## src/rtl/pfc_rx_pkg.sv

```systemverilog
package pfc_rx_pkg;
  localparam int NUM_PRIO  = 8;
  localparam int TIME_W    = 16;
  localparam int IDX_W     = 6;
  localparam logic [47:0] RSV_DA    = 48'h0180C2000001;
  localparam logic [15:0] CTRL_TYPE = 16'h8808;
  localparam logic [15:0] OP_PFC    = 16'h0101;
  localparam logic [15:0] OP_CLS    = 16'h0001;
  localparam int IDX_TYPE = 12;
  localparam int IDX_OP   = 14;
  localparam int IDX_PEV  = 16;
  localparam int IDX_TIME = 18;
  localparam int PFC_LEN  = IDX_TIME + 2 * NUM_PRIO;
  localparam int CLS_LEN  = IDX_PEV + 2;

  typedef enum logic [1:0] {
    KIND_NONE = 2'd0,
    KIND_CLS  = 2'd1,
    KIND_PFC  = 2'd2
  } pause_kind_e;
endpackage

```

## src/rtl/pfc_hdr_match.sv

```systemverilog
module pfc_hdr_match
  import pfc_rx_pkg::*;
(
  input  logic             clk_i,
  input  logic             rst_ni,
  input  logic [7:0]       byte_i,
  input  logic             take_i,
  input  logic [IDX_W-1:0] idx_i,
  input  logic [47:0]      spec_addr_i,
  output logic             da_ok_o,
  output logic             type_ok_o,
  output logic             op_pfc_o,
  output logic             op_cls_o
);
  logic rsv_q, spec_q, type_q, pfc_q, cls_q;
  logic [7:0] rsv_b, spec_b;

  always_comb begin
    rsv_b  = 8'h00;
    spec_b = 8'h00;
    for (int i = 0; i < 6; i++) begin
      if (idx_i == IDX_W'(i)) begin
        rsv_b  = RSV_DA[8*(5-i) +: 8];
        spec_b = spec_addr_i[8*(5-i) +: 8];
      end
    end
  end

  always_ff @(posedge clk_i or negedge rst_ni) begin
    if (!rst_ni) begin
      rsv_q  <= 1'b0;
      spec_q <= 1'b0;
      type_q <= 1'b0;
      pfc_q  <= 1'b0;
      cls_q  <= 1'b0;
    end else if (take_i) begin
      if (idx_i == '0) begin
        rsv_q  <= (byte_i == rsv_b);
        spec_q <= (byte_i == spec_b);
      end else if (idx_i < IDX_W'(6)) begin
        rsv_q  <= rsv_q  & (byte_i == rsv_b);
        spec_q <= spec_q & (byte_i == spec_b);
      end
      if (idx_i == IDX_W'(IDX_TYPE))
        type_q <= (byte_i == CTRL_TYPE[15:8]);
      if (idx_i == IDX_W'(IDX_TYPE + 1))
        type_q <= type_q & (byte_i == CTRL_TYPE[7:0]);
      if (idx_i == IDX_W'(IDX_OP)) begin
        pfc_q <= (byte_i == OP_PFC[15:8]);
        cls_q <= (byte_i == OP_CLS[15:8]);
      end
      if (idx_i == IDX_W'(IDX_OP + 1)) begin
        pfc_q <= pfc_q & (byte_i == OP_PFC[7:0]);
        cls_q <= cls_q & (byte_i == OP_CLS[7:0]);
      end
    end
  end

  assign da_ok_o   = rsv_q | spec_q;
  assign type_ok_o = type_q;
  assign op_pfc_o  = pfc_q;
  assign op_cls_o  = cls_q;
endmodule

```

## src/rtl/pfc_field_capture.sv

```systemverilog
module pfc_field_capture
  import pfc_rx_pkg::*;
(
  input  logic                       clk_i,
  input  logic                       rst_ni,
  input  logic [7:0]                 byte_i,
  input  logic                       take_i,
  input  logic [IDX_W-1:0]           idx_i,
  output logic [7:0]                 pev_o,
  output logic [TIME_W-1:0]          cls_time_o,
  output logic [NUM_PRIO*TIME_W-1:0] times_o
);
  logic [7:0] b16_q, b17_q;

  always_ff @(posedge clk_i or negedge rst_ni) begin
    if (!rst_ni) begin
      b16_q <= '0;
      b17_q <= '0;
    end else if (take_i) begin
      if (idx_i == IDX_W'(IDX_PEV))     b16_q <= byte_i;
      if (idx_i == IDX_W'(IDX_PEV + 1)) b17_q <= byte_i;
    end
  end

  assign pev_o      = b17_q;
  assign cls_time_o = {b16_q, b17_q};

  for (genvar k = 0; k < NUM_PRIO; k++) begin : g_prio
    localparam int HI = IDX_TIME + 2 * k;
    logic [7:0] hi_q, lo_q;
    always_ff @(posedge clk_i or negedge rst_ni) begin
      if (!rst_ni) begin
        hi_q <= '0;
        lo_q <= '0;
      end else if (take_i) begin
        if (idx_i == IDX_W'(HI))     hi_q <= byte_i;
        if (idx_i == IDX_W'(HI + 1)) lo_q <= byte_i;
      end
    end
    assign times_o[k*TIME_W +: TIME_W] = {hi_q, lo_q};
  end
endmodule

```

## src/rtl/pfc_event_gen.sv

```systemverilog
module pfc_event_gen
  import pfc_rx_pkg::*;
#(
  parameter int STAT_W = 32
) (
  input  logic                       clk_i,
  input  logic                       rst_ni,
  input  pause_kind_e                kind_i,
  input  logic [7:0]                 pev_i,
  input  logic [TIME_W-1:0]          cls_time_i,
  input  logic [NUM_PRIO*TIME_W-1:0] times_i,
  input  logic                       full_duplex_i,
  input  logic                       pfc_en_i,
  input  logic [1:0]                 irq_mask_i,
  output logic                       load_o,
  output logic [7:0]                 load_pev_o,
  output logic [NUM_PRIO*TIME_W-1:0] load_times_o,
  output logic                       negotiated_o,
  output logic [STAT_W-1:0]          stat_cnt_o,
  output logic                       irq_nz_o,
  output logic                       irq_zero_o
);
  logic                       is_pfc, hit;
  logic [7:0]                 pev_sel;
  logic [NUM_PRIO*TIME_W-1:0] time_sel;
  logic [NUM_PRIO-1:0]        live;

  assign is_pfc  = (kind_i == KIND_PFC);
  assign hit     = (kind_i != KIND_NONE);
  assign pev_sel = is_pfc ? pev_i : 8'hFF;

  for (genvar k = 0; k < NUM_PRIO; k++) begin : g_sel
    assign time_sel[k*TIME_W +: TIME_W] = is_pfc ? times_i[k*TIME_W +: TIME_W] : cls_time_i;
    assign live[k] = pev_sel[k] && (time_sel[k*TIME_W +: TIME_W] != '0);
  end

  always_ff @(posedge clk_i or negedge rst_ni) begin
    if (!rst_ni) begin
      load_o       <= 1'b0;
      load_pev_o   <= '0;
      load_times_o <= '0;
      negotiated_o <= 1'b0;
      stat_cnt_o   <= '0;
      irq_nz_o     <= 1'b0;
      irq_zero_o   <= 1'b0;
    end else begin
      load_o     <= hit & full_duplex_i;
      irq_nz_o   <= hit & (|live) & irq_mask_i[0];
      irq_zero_o <= hit & ~(|live) & irq_mask_i[1];
      if (hit & full_duplex_i) begin
        load_pev_o   <= pev_sel;
        load_times_o <= time_sel;
      end
      if (hit) stat_cnt_o <= stat_cnt_o + 1'b1;
      if (!pfc_en_i)   negotiated_o <= 1'b0;
      else if (is_pfc) negotiated_o <= 1'b1;
    end
  end
endmodule

```

## src/rtl/pfc_rx_parser.sv

```systemverilog
module pfc_rx_parser
  import pfc_rx_pkg::*;
#(
  parameter int STAT_W = 32
) (
  input  logic                       clk_i,
  input  logic                       rst_ni,
  input  logic [7:0]                 rx_data_i,
  input  logic                       rx_valid_i,
  input  logic                       rx_sof_i,
  input  logic                       rx_eof_i,
  input  logic                       rx_err_i,
  input  logic                       pfc_en_i,
  input  logic                       full_duplex_i,
  input  logic [47:0]                spec_addr_i,
  input  logic [1:0]                 irq_mask_i,
  output logic                       load_o,
  output logic [7:0]                 load_pev_o,
  output logic [NUM_PRIO*TIME_W-1:0] load_times_o,
  output logic                       negotiated_o,
  output logic [STAT_W-1:0]          stat_cnt_o,
  output logic                       irq_nz_o,
  output logic                       irq_zero_o
);
  localparam logic [IDX_W-1:0] IDX_MAX = '1;

  logic             in_frame_q, take, last;
  logic [IDX_W-1:0] idx_q, cur_idx;
  logic             da_ok, type_ok, op_pfc, op_cls;
  logic [7:0]                 pev;
  logic [TIME_W-1:0]          cls_time;
  logic [NUM_PRIO*TIME_W-1:0] times;
  pause_kind_e      verdict_q, verdict_d;

  assign take    = rx_valid_i & (rx_sof_i | in_frame_q);
  assign last    = take & rx_eof_i;
  assign cur_idx = rx_sof_i ? '0 : idx_q;

  always_ff @(posedge clk_i or negedge rst_ni) begin
    if (!rst_ni) begin
      in_frame_q <= 1'b0;
      idx_q      <= '0;
    end else if (take) begin
      in_frame_q <= ~rx_eof_i;
      idx_q      <= (cur_idx == IDX_MAX) ? IDX_MAX : cur_idx + 1'b1;
    end
  end

  pfc_hdr_match u_match (
    .clk_i      (clk_i),
    .rst_ni     (rst_ni),
    .byte_i     (rx_data_i),
    .take_i     (take),
    .idx_i      (cur_idx),
    .spec_addr_i(spec_addr_i),
    .da_ok_o    (da_ok),
    .type_ok_o  (type_ok),
    .op_pfc_o   (op_pfc),
    .op_cls_o   (op_cls)
  );

  pfc_field_capture u_capture (
    .clk_i     (clk_i),
    .rst_ni    (rst_ni),
    .byte_i    (rx_data_i),
    .take_i    (take),
    .idx_i     (cur_idx),
    .pev_o     (pev),
    .cls_time_o(cls_time),
    .times_o   (times)
  );

  // header flags are final by the last byte of any frame long enough to qualify
  always_comb begin
    verdict_d = KIND_NONE;
    if (last && !rx_err_i && pfc_en_i && da_ok && type_ok) begin
      if (op_pfc && cur_idx >= IDX_W'(PFC_LEN - 1))
        verdict_d = KIND_PFC;
      else if (op_cls && !negotiated_o && cur_idx >= IDX_W'(CLS_LEN - 1))
        verdict_d = KIND_CLS;
    end
  end

  always_ff @(posedge clk_i or negedge rst_ni) begin
    if (!rst_ni) verdict_q <= KIND_NONE;
    else         verdict_q <= verdict_d;
  end

  pfc_event_gen #(.STAT_W(STAT_W)) u_events (
    .clk_i        (clk_i),
    .rst_ni       (rst_ni),
    .kind_i       (verdict_q),
    .pev_i        (pev),
    .cls_time_i   (cls_time),
    .times_i      (times),
    .full_duplex_i(full_duplex_i),
    .pfc_en_i     (pfc_en_i),
    .irq_mask_i   (irq_mask_i),
    .load_o       (load_o),
    .load_pev_o   (load_pev_o),
    .load_times_o (load_times_o),
    .negotiated_o (negotiated_o),
    .stat_cnt_o   (stat_cnt_o),
    .irq_nz_o     (irq_nz_o),
    .irq_zero_o   (irq_zero_o)
  );
endmodule

```

## config.mk

```make
export PLATFORM = sky130hd
export DESIGN_NAME = pfc_rx_parser
export DESIGN_NICKNAME = d
export VERILOG_FILES = /design/src/rtl/pfc_rx_pkg.sv /design/src/rtl/pfc_hdr_match.sv /design/src/rtl/pfc_field_capture.sv /design/src/rtl/pfc_event_gen.sv /design/src/rtl/pfc_rx_parser.sv
export SDC_FILE = /design/constraint.sdc
export NUM_CORES = 1
export LEC_CHECK = 0
export BUFFER_PORTS_ARGS = -buffer_cell sky130_fd_sc_hd__buf_2
export CORE_AREA = 3 3 197 199
export DETAILED_ROUTE_END_ITERATION = 7
export DIE_AREA = 0 0 200 202
export GPL_TIMING_DRIVEN = 0
export HOLD_SLACK_MARGIN = 0.03
export PLACE_DENSITY = 0.62
export SYNTH_ARGS = -nofsm -noshare
export SYNTH_HDL_FRONTEND = slang
export SYNTH_SLANG_ARGS = --single-unit
```

## constraint.sdc

```tcl
create_clock -name clk_i -period 5.7 [get_ports clk_i]
set_input_delay 0 -clock clk_i [delete_from_list [all_inputs] [get_ports clk_i]]
set_output_delay 0 -clock clk_i [all_outputs]
set_load 0.02 [all_outputs]
```

## Word level (Yosys, flattened, before mapping)

Index checks and enable logic that the tools add are counted.
W data, S select, Z words.

- Bitwise logic cells: 16
- Multiplexer cells: 38
- Reduce and logical (&&, ||, !) cells: 53
- Equal/unequal tests: 35
- Add/sub/neg operators: 2
- $lt $le $gt $ge: 3

Operators with widths:

| kind | count |
|---|---|
| $mux W16 | 8 |
| $reduce_bool A16 Y1 | 8 |
| $eq A6 B5 Y1 const B | 16 |
| $mux W8 | 12 |
| $reduce_and A2 Y1 | 21 |
| $add A32 B1 Y32 const B | 1 |
| $eq A6 B4 Y1 const B | 4 |
| $eq A6 B6 Y1 const B | 3 |
| $eq A8 B8 Y1 | 2 |
| $logic_and A1 B1 Y1 | 15 |
| $mux W1 | 14 |
| $and A1 B1 Y1 | 12 |
| $eq A6 B2 Y1 const B | 2 |
| $eq A6 B3 Y1 const B | 2 |
| $mux W6 | 2 |
| $eq A8 B1 Y1 const B | 1 |
| $eq A8 B4 Y1 const B | 1 |
| $eq A8 B8 Y1 const B | 1 |
| $logic_not A8 Y1 | 1 |
| $reduce_bool A2 Y1 | 4 |
| $reduce_or A8 Y1 | 1 |
| $add A6 B1 Y6 const B | 1 |
| $eq A6 B1 Y1 const B | 1 |
| $ge A6 B5 Y1 const B | 1 |
| other kinds (9) | 13 |

- Input bits: 66
- Bits in registers: 330

## Logic depth before layout (Yosys ltp)

- Word-level depth: 12
- Depth in mapped cells: 9
- Depth with buffers taken out: 7

## Hierarchy

Synthesis repeated with hierarchy kept, for this count alone.

- Cell total of the unflattened synthesis: 1432
- Area total of the unflattened synthesis: 15234.6 um2

By module, submodules not included:

| module | seq. area each (um2) | cells each | times used | area an instance (um2) |
|---|---|---|---|---|
| pfc_event_gen | 4304.1 | 897 | 1 | 8074.0 |
| pfc_field_capture | 3603.5 | 339 | 1 | 5599.1 |
| pfc_hdr_match | 125.1 | 131 | 1 | 999.7 |
| pfc_rx_parser | 225.2 | 65 | 1 | 561.8 |

## Worst setup path after synthesis

OpenSTA, ideal clock, no wires.

- Path kind: register -> register
- Start point: register idx_q[3]
- End point: register u_match.spec_q
- Stages on the path, launching flop included: 9
- Required time: 5.635 ns
- Slack: 3.526 ns
- Arrival time: 2.109 ns
- Buffers on the path: 1
- Period minus slack after synthesis: 2.174 ns
- Cells stage by stage: dfrtp_1 or4_1 buf_2 a21o_1 o21ai_0 mux2i_1 nand4_1 nor4_1 o22a_1

- Longest elaborated chain between the ends: 12

Ends and longest elaborated chain:

| item | line | source |
|---|---|---|
| start, declared | pfc_rx_parser.sv:28 | `logic [IDX_W-1:0] idx_q, cur_idx;` |
| start signal, assigned | pfc_rx_parser.sv:45 | `idx_q <= (cur_idx == IDX_MAX) ? IDX_MAX : cur_idx + 1'b1;` |
| $mux W6 (*) | pfc_rx_parser.sv:37 | `assign cur_idx = rx_sof_i ? '0 : idx_q;` |
| $logic_not A6 Y1 | pfc_hdr_match.sv:22, pfc_hdr_match.sv:37 |  |
| $mux W8 (6 in series) | pfc_hdr_match.sv:22 | `if (idx_i == IDX_W'(i)) begin` |
| $eq A8 B8 Y1 | pfc_hdr_match.sv:39, pfc_hdr_match.sv:42 |  |
| $and A1 B1 Y1 | pfc_hdr_match.sv:42 | `spec_q <= spec_q & (byte_i == spec_b);` |
| $mux W1 | pfc_hdr_match.sv:40 | `end else if (idx_i < IDX_W'(6)) begin` |
| $mux W1 | pfc_hdr_match.sv:37 | `if (idx_i == '0) begin` |
| end signal, assigned | pfc_hdr_match.sv:39 | `spec_q <= (byte_i == spec_b);` |
| end signal, assigned | pfc_hdr_match.sv:42 |  |
| end, declared | pfc_hdr_match.sv:15 | `logic rsv_q, spec_q, type_q, pfc_q, cls_q;` |

Every way passes the cells marked *; elsewhere a longest branch is shown, timed or not. The select of a mux whose other input is x is not followed.
A chain may end at the register's enable or synchronous reset.

## Worst setup path after layout

- Start point: register verdict_q[1]
- End point: register u_events.load_times_o[122]

- Longest elaborated chain between the ends: 2

Ends and longest elaborated chain:

| item | line | source |
|---|---|---|
| start, declared | pfc_rx_parser.sv:33 | `pause_kind_e verdict_q, verdict_d;` |
| start signal, assigned | pfc_rx_parser.sv:86 | `else verdict_q <= verdict_d;` |
| $eq A2 B2 Y1 / $reduce_bool A2 Y1 (equally long branches) | pfc_event_gen.sv:28, pfc_event_gen.sv:29 |  |
| $mux W16 / $and A1 B1 Y1 (equally long branches) | pfc_event_gen.sv:33, pfc_event_gen.sv:50 |  |
| end signal, assigned | pfc_event_gen.sv:52 | `load_times_o <= time_sel;` |
| end, declared | pfc_event_gen.sv:17 | `output logic [NUM_PRIO*TIME_W-1:0] load_times_o,` |

Several ways; a longest one is shown, not always the timed one.

==> results.txt <==
Clk root buf: clkbuf_16
RR Startpoint: verdict_q[1]$_DFF_PN0_
Comb power frac: 0.110
Total CTS buffers: 34
Clock slew at the register clock pins of the worst setup and hold paths: 0.06 ns
Non-Filler Instances: 2232
Switching power: 1.32 mW
Path category of the worst min-delay check: in -> reg
H-tree depth: 2
Final slew viol count: 0
Most Frequent Cell on Critical Path: clkbuf_1
Top cells by count, synth: dfrtp_1, nand2_1, o21ai_0, a21oi_1, mux2_2
Syn_area_per_cell: 10.4 um2
Hold Slack: 0.0742 ns
Synth Instances: 1420
Layout area overhead: 21.0%
Worst Setup Path Type: reg -> reg
Clock share of power: 0.434
Die Span Y: 202 um
Sw Ratio: 0.252
Outcome: completed
CP startpoint kind: register
Die area: 40400 um2
Clock Sinks: 330
Synthesized flop and latch total: 330
Global-route wire length before repair: 74.2 mm
Starting Density: 0.396
Fillers: 3549
Highest cell delay on the worst timing path: 0.67 ns
Total of max-cap violations: 0
Leak: 8.74 nW
Most common cell in the synthesized netlist: dfrtp_1
Post-route ant nets: 0
Area of the core: 37400 um2
Area leader, netlist: dfrtp_1
Maximum vdd drop: 0.193 mV
Vias in the first global route: 12.3k
Avg WL per Cell: 22.0 um
Number of enable flip-flop cells after synthesis: 0
DR vias: 12.5k
Synthesis Warnings: 0
Register area share after synthesis: 0.557
End of the worst hold path: u_match.type_ok_o$_DFFE_PN0P_
Placed Cells incl. Taps: 2166
1st-iter DRT viols: 1085
Family with the most delay on the worst path: buffers and inverters
Rel. slew slack: 0.101
Pre-antenna DRT Iters: 5
Die W: 200 um
Initial antenna violation count: 0
Placed Area: 16700 um2
Crit-path slowest cell: clkbuf_1
# IOs: 238
Clock Latency Late Sink: 0.52 ns
Synth top area share: 0.557
Hold depth: 6
CP Data Required Time: 6.07 ns
Period minus WS final: 3.31 ns
Final setup fails: 0
Worst path cell trace: or2_2, clkbuf_1, nand2_1, buf_2, clkbuf_1, clkbuf_1, o21ai_0
CTS tree: done
Post-CTS setup buffer count: 0
Min-delay src: rx_data_i[4]
Site Rows: 71
Worst Path Buf+Inv: 4
Post-synthesis async set-or-reset flop share: 1.00
Crit end category: register
Hpwl dp: 34.5 mm
Period utilization: 0.580
Post-Syn Nets: 1487
Detailed-route wire length: 49.0 mm
Critical path data arrival time: 3.68 ns
Internal power: 3.91 mW
Crit-path max FO: 10
Clk buf depth: 3
Worst-margin pin slew: 1.34 ns
Antenna Cells: 0
# DRC: 0
Synth unique cells: 64
Final setup skew: 0.0185 ns
Pin count of the biggest net entering global routing: 124
Hold Vio Cnt, Final: 0
F_max: 302 MHz
Final TNS setup: 0 ns
R2r endpoint: u_events.load_times_o[122]$_DFFE_PN0P_
Gr ovfl total: 0
Total track usage: 0.239
RSZ-0062 raised after global routing: false
Post-DR vias/cell: 5.61
Port-buffer cells: 233
Synth Flop Type: dfrtp_1
PwrDens: 292 nW/um2
Ranking of synthesized cells by area: dfrtp_1, mux2_2, o21ai_0, a21oi_1, nand2_1
Fin nets: 1769
Reg2Reg Depth: 7
Design area: 17900 um2
Layout cell share with drive strength beyond 1: 0.258
Flop-to-flop setup slack: 2.39 ns
Mapped Area: 14800 um2
Placer Congestion: 0.915
Register share of total power: 0.456
[tightest hold or removal path: stages]
cell and delay [ns]:
buf_2 0.15, nor4_1 0.08, nand4_1 0.08, o21ai_0 0.10, nand2_1 0.08, nand2_1 0.05
[power by group through the flow]
stage / Combinational (mW) / Sequential (mW) / Clock (mW)
after floorplan: 0.342 / 2.42 / 0
after global placement: 0.553 / 2.43 / 0
after detailed placement: 0.559 / 2.43 / 0
after CTS: 0.568 / 2.39 / 2.29
after global routing: 0.622 / 2.39 / 2.40
final: 0.573 / 2.39 / 2.27
[what timing repair did]
item,4_1_cts,5_1_grt
endpoints found under the hold margin,107,0
hold buffers,11,0
resized for setup,0,0
[per-stage QoR]
| step | power (mW) | util | worst slack, ns |
|---|---|---|---|
| 2_1_floorplan | 2.76 | - | 3.53 |
| 4_1_cts | 5.24 | 0.479 | 2.49 |
| 5_1_grt | 5.41 | 0.479 | 2.34 |
| 3_5_place_dp | 2.99 | 0.446 | 2.50 |
| 6_report | 5.23 | 0.479 | 2.39 |
| 3_3_place_gp | 2.98 | 0.444 | -1.67 |
[state kept, by name, indices dropped and copies added, names as in the netlist]
| signal | cells |
|---|---|
| u_match.type_ok_o | 1 |
| in_frame_q | 1 |
| u_events.load_pev_o | 8 |
| u_events.irq_nz_o | 1 |
| u_events.stat_cnt_o | 32 |
| u_events.negotiated_o | 1 |
| u_match.rsv_q | 1 |
| u_match.op_cls_o | 1 |
| u_capture.g_prio.hi_q | 64 |
| u_match.spec_q | 1 |
| u_events.load_times_o | 128 |
| idx_q | 6 |
| u_events.irq_zero_o | 1 |
| u_capture.b16_q | 8 |
| u_capture.pev_o | 8 |
| verdict_q | 2 |
| u_match.op_pfc_o | 1 |
| u_capture.g_prio.lo_q | 64 |
| u_events.load_o | 1 |
[placed cells by master, fill, tap and decap left out, types with 5 or more instances in the layout]
| cell | instances |
|---|---|
| a211oi_1 | 7 |
| a21oi_1 | 150 |
| a31oi_1 | 6 |
| and2_1 | 24 |
| and3_1 | 8 |
| buf_1 | 22 |
| buf_2 | 246 |
| clkbuf_1 | 69 |
| clkbuf_16 | 35 |
| clkbuf_8 | 11 |
| dfrtp_1 | 330 |
| dlygate4sd3_1 | 11 |
| inv_1 | 7 |
| mux2_2 | 119 |
| mux2i_1 | 7 |
| nand2_1 | 194 |
| nand3_1 | 21 |
| nand4_1 | 12 |
| nor2_1 | 42 |
| nor3_1 | 19 |
| nor3b_1 | 9 |
| nor4_1 | 38 |
| nor4bb_1 | 7 |
| o21ai_0 | 169 |
| o221ai_1 | 6 |
| o22a_1 | 19 |
| o22ai_1 | 10 |
| or2_2 | 5 |
| or4_1 | 5 |
| xnor2_1 | 26 |
| xor2_1 | 10 |
[kinds of logic after synthesis]
logic type,synth area share
AO/OA/AOI/OAI,0.151
XOR/XNOR,0.0213
adder cells (fa/ha/maj),0.000844
buffers and inverters,0.0301
flip-flops,0.557
multiplexers,0.0952
AND/OR/NAND/NOR,0.144
[cell type report]
type / count / area (um2) / area share
clock inverters: 5 / 81.3 / 0.00454
repair buffers: 246 / 1340 / 0.0749
multi-input cells: 979 / 6110 / 0.341
clock buffers: 50 / 1040 / 0.0582
plain buffers: 104 / 419 / 0.0234
well taps: 511 / 639 / 0.0357
inverters: 7 / 26.3 / 0.00147
flip-flops and latches: 330 / 8260 / 0.461
[worst max-delay path by stage]
stage	startpoint	endpoint	slack, ns	cells after the start
after floorplan	idx_q[3]$_DFFE_PN0P_	u_match.spec_q$_DFFE_PN0P_	3.53	8
after global placement	rst_ni	u_events.stat_cnt_o[7]$_DFFE_PN0N_	-1.67	1
after detailed placement	verdict_q[1]$_DFF_PN0_	u_events.load_times_o[122]$_DFFE_PN0P_	2.50	7
after CTS	verdict_q[1]$_DFF_PN0_	u_events.load_times_o[122]$_DFFE_PN0P_	2.49	7
after global routing	verdict_q[1]$_DFF_PN0_	u_events.load_times_o[41]$_DFFE_PN0P_	2.34	8
final	verdict_q[1]$_DFF_PN0_	u_events.load_times_o[122]$_DFFE_PN0P_	2.39	7
[routing by layer]
layer,share of wire,vias to the layer above,track usage,wire (um)
met5,0,-,0,0
met4,0.029,0,0.0690,1450
met3,0.071,98,0.0440,3460
met2,0.48,522,0.388,23300
met1,0.42,6242,0.327,20800
li1,-,5653,-,-
(Power assumes the default switching activity.)
